File: config.mk
export PLATFORM = sky130hd
export DESIGN_NAME = adc_pwr_seq
export DESIGN_NICKNAME = d
export VERILOG_FILES = /design/src/rtl/adc_pwr_seq.sv
export SDC_FILE = /design/constraint.sdc
export NUM_CORES = 1
export LEC_CHECK = 0
export ABC_AREA = 0
export CAP_MARGIN = 20
export CORE_AREA = 2 2 51 53
export CTS_CLUSTER_SIZE = 30
export DETAILED_ROUTE_END_ITERATION = 6
export DIE_AREA = 0 0 53 55
export DONT_BUFFER_PORTS = 1
export MAX_ROUTING_LAYER = met4
export PLACE_DENSITY = 0.56
export SLEW_MARGIN = 40
export SYNTH_ARGS = -nofsm -noshare
export SYNTH_HDL_FRONTEND = slang
export SYNTH_SLANG_ARGS = --single-unit
export TNS_END_PERCENT = 1
File: constraint.sdc
create_clock -name clk -period 2.1 [get_ports clk]
set_input_delay 0.525 -clock clk [delete_from_list [all_inputs] [get_ports clk]]
set_output_delay 0.525 -clock clk [all_outputs]
set_load 0.03 [all_outputs]
File: src/rtl/adc_pwr_seq.sv
module adc_pwr_seq #(
  parameter int PD_WAKE  = 900,
  parameter int SLP_WAKE = 20,
  parameter int PIPE_LAT = 12,
  parameter int RST_HOLD = 4
) (
  input  logic       clk,
  input  logic       rst_n,
  input  logic       req_valid,
  input  logic [1:0] req_mode,
  output logic       pd_n,
  output logic       slp_n,
  output logic       data_valid,
  output logic       busy
);

  localparam int WMAX = (PD_WAKE > SLP_WAKE) ? PD_WAKE : SLP_WAKE;
  localparam int LMAX = (PIPE_LAT > RST_HOLD) ? PIPE_LAT : RST_HOLD;
  localparam int CMAX = (WMAX > LMAX) ? WMAX : LMAX;
  localparam int CW   = $clog2(CMAX + 1);

  localparam logic [1:0] M_PD  = 2'b00;
  localparam logic [1:0] M_SLP = 2'b01;
  localparam logic [1:0] M_RUN = 2'b10;

  typedef enum logic [2:0] {S_RST, S_PD, S_SLP, S_WAKE, S_FLUSH, S_RUN} st_t;

  st_t           st;
  logic [CW-1:0] cnt;

  wire go_pd  = req_valid && (req_mode == M_PD);
  wire go_slp = req_valid && (req_mode == M_SLP);
  wire go_run = req_valid && (req_mode == M_RUN);
  wire cnt_z  = (cnt == '0);

  always_ff @(posedge clk or negedge rst_n) begin
    if (!rst_n) begin
      st  <= S_RST;
      cnt <= CW'(RST_HOLD - 1);
    end else begin
      case (st)
        S_RST:
          if (cnt_z) st <= S_PD;
          else       cnt <= cnt - 1'b1;
        S_PD:
          if (go_run) begin
            st  <= S_WAKE;
            cnt <= CW'(PD_WAKE - 1);
          end
        S_SLP:
          if (go_pd) st <= S_PD;
          else if (go_run) begin
            st  <= S_WAKE;
            cnt <= CW'(SLP_WAKE - 1);
          end
        S_WAKE:
          if (go_pd)       st <= S_PD;
          else if (go_slp) st <= S_SLP;
          else if (cnt_z) begin
            st  <= S_FLUSH;
            cnt <= CW'(PIPE_LAT - 1);
          end else cnt <= cnt - 1'b1;
        S_FLUSH:
          if (go_pd)       st <= S_PD;
          else if (go_slp) st <= S_SLP;
          else if (cnt_z)  st <= S_RUN;
          else             cnt <= cnt - 1'b1;
        S_RUN:
          if (go_pd)       st <= S_PD;
          else if (go_slp) st <= S_SLP;
        default: st <= S_RST;
      endcase
    end
  end

  assign pd_n       = !((st == S_RST) || (st == S_PD));
  assign slp_n      = (st != S_SLP);
  assign busy       = (st == S_WAKE) || (st == S_FLUSH);
  assign data_valid = (st == S_RUN);

endmodule

==> flow_summary.ini <==
[critical_path]
r2r-start = cnt[4]
crit_required_ps = 1570
critPathCaptureType = primary output
worstPathMaxFanout = 9
cp_num_buf_inv = 1
cp.arrival_ps = 1430
r2r_cells = 5
crit_slowest_cell = dfrtp_1
crit_chain = buf_4 -> nor2b_1 -> nand2_1
r2r_slack_ps = 180
r2r-end = cnt[6]
max_stage_delay_ps = 480
cpLargestDelayFamily = flip-flops
critPathKind = flop to primary output
worstSetupStartpointType = flop

[logic_synthesis]
post-synth-top-count-cell = nor2_1
syn_area_um2 = 1020
syn_nets = 128
netlist_instances = 121
synth_common_cells = nor2_1 (14), a21oi_1 (12), dfrtp_1 (11), nand2_1 (9)
synth_top_cell_by_area = dfrtp_1
synth_cell_types = 44
yosys.area.top_type_share = 0.270
async_flop_share = 1.00
yosysSeqAreaShare = 0.322
ys.flop_type = dfrtp_1
ys_ff_latch = 13
netlist_top_cells_area = dfrtp_1 (27%), a21oi_1 (5.9%), dfstp_2 (5.2%)
avgSynthCellArea_um2 = 8.42
synth_edf_count = 0
yosys_warnings = 0

[flow_run]
cap_violations = 0

[final_layout]
n_antenna_cell = 0
finish.utilization = 0.469
drive_above_1_share = 0.172
areaGrowthSynthToFinish_pct = 8.97
fillerInstances = 244
nNetsFinal = 136

[drt]
post_drt_via_cell_ratio = 5.79
drc = 0
drtIter0Drc = 8
wl_mm = 2.26
num_vias = 915
wl_per_cell_um = 14.3
drtPass1Iterations = 4
ant_nets = 0

[cts]
cts_buffers = 3
cts_tree = done
clock_sinks = 13
clock_latency_ps = 280
clockBufferDepth = 2
clockRootBuffer = clkbuf_4
htree_levels = 1
cts.reportedPaths.clkPinSlew_ps = 90
ctsResizeCount = 0

[placement]
place_hpwl_mm = 1.66
port-buffer-count = 0
place.gp.congestion = 0.779

[floorplanning]
die_h_um = 55
row_count = 18
die_area_um2 = 2920
start_util = 0.431
io-pin-count = 9
core_um2 = 2360
die_w_um = 53

[pwr]
powerDensity_nw_per_um2 = 1520
p_leak_nw = 0.456
ir_drop_mv = 0.693

[sta]
rsz0062_at_grt = false
period_needed_ps = 1960
hold_violations = 0
hold_ws_ps = 79.5
setup_tns_ps = 0
timing_worst_slew_pin_value_ps = 545
fmax_ghz = 0.511
finalClockSkew_ps = 6.16
finalCritPeriodShare = 0.932
setup_violations = 0
finalMaxSlewViolations = 0
slew_headroom = 0.635

[global_route]
grt_pass1_wl_mm = 3.88
grt_usage = 0.190
grt_max_degree = 15
grt_pass1_vias = 844
overflow = 0
antenna_found_initial = 0

[min_path]
hold_class = input port to asynchronous set/reset pin

[status]
outcome = finished clean
-- worst register-to-register path: stages (launching register included) --
cell	delay [ps]
dfrtp_1	490
nor4_4	450
nand3_4	160
a31oi_4	340
nor2_2	80
a221o_1	300
-- metrics by stage --
step	setup WS, ps	power [mW]	cell area [µm²]	std cells
after global routing	35.7	1.86	1110	158
after floorplan	70.2	1.33	1020	121
after global placement	186	1.51	1070	153
final	143	1.69	1110	158
after detailed placement	175	1.52	1070	153
after CTS	145	1.70	1110	158
-- cell type report --
type / count / area (µm²) / area share
multi-input combinational: 97 / 633 / 0.570
sequential: 13 / 328 / 0.295
timing repair buffer: 8 / 62.6 / 0.0564
tap: 30 / 37.5 / 0.0338
clock buffer: 4 / 26.3 / 0.0237
inverter: 6 / 22.5 / 0.0203
-- cells by family (layout without fill, tap and decap cells) --
family	count (synthesis)	in the layout	share of synthesized area
compound gates	43	43	0.306
fa+ha+maj	2	2	0.0246
buf+inv	11	18	0.0565
flops	13	13	0.322
simple gates	52	52	0.291
-- routing by layer --
layer | vias up | GRT usage | part of all wire
met5 | - | - | 0
met2 | 23 | 0.290 | 0.46
met4 | 0 | 0.0641 | 0.014
li1 | 464 | - | -
met3 | 5 | 0.0430 | 0.048
met1 | 423 | 0.250 | 0.47
-- cell usage in the layout, fill, tap and decap left out, types with 3 or more instances in the layout --
cell	instances
nor2_1	14
a21oi_1	12
dfrtp_1	11
nand2_1	9
buf_4	7
inv_1	6
o21ai_0	6
nor3_1	6
nor2b_1	4
o21bai_1	4
o22ai_1	4
nand3_1	4
clkbuf_4	3
-- sequential cells by signal (all words and copies together), names as in the netlist --
register,flops
cnt,10
st,3
-- how the worst max path moves through the flow --
stage / depth (start not counted) / endpoint / slack, ps / startpoint
detailed placement: 5 / cnt[6] / 170 / cnt[4]
floorplan: 3 / busy / 70 / st[1]
finish: 3 / slp_n / 140 / st[1]
global route: 3 / slp_n / 40 / st[1]
global placement: 5 / cnt[6] / 190 / cnt[4]
CTS: 3 / slp_n / 150 / st[1]
-- timing repair --
item	CTS	global route
hold endpoints to repair	11	0
hold buffers	1	0
setup buffers	0	0
-- power by group --
part	internal, mW	leakage, nW	switching [mW]
Sequential	0.365	0.159	0.132
Clock	0.0737	0.0150	0.0887
Combinational	0.411	0.281	0.617
Total	0.849	0.456	0.837
Power figures use the tool's default switching activity.
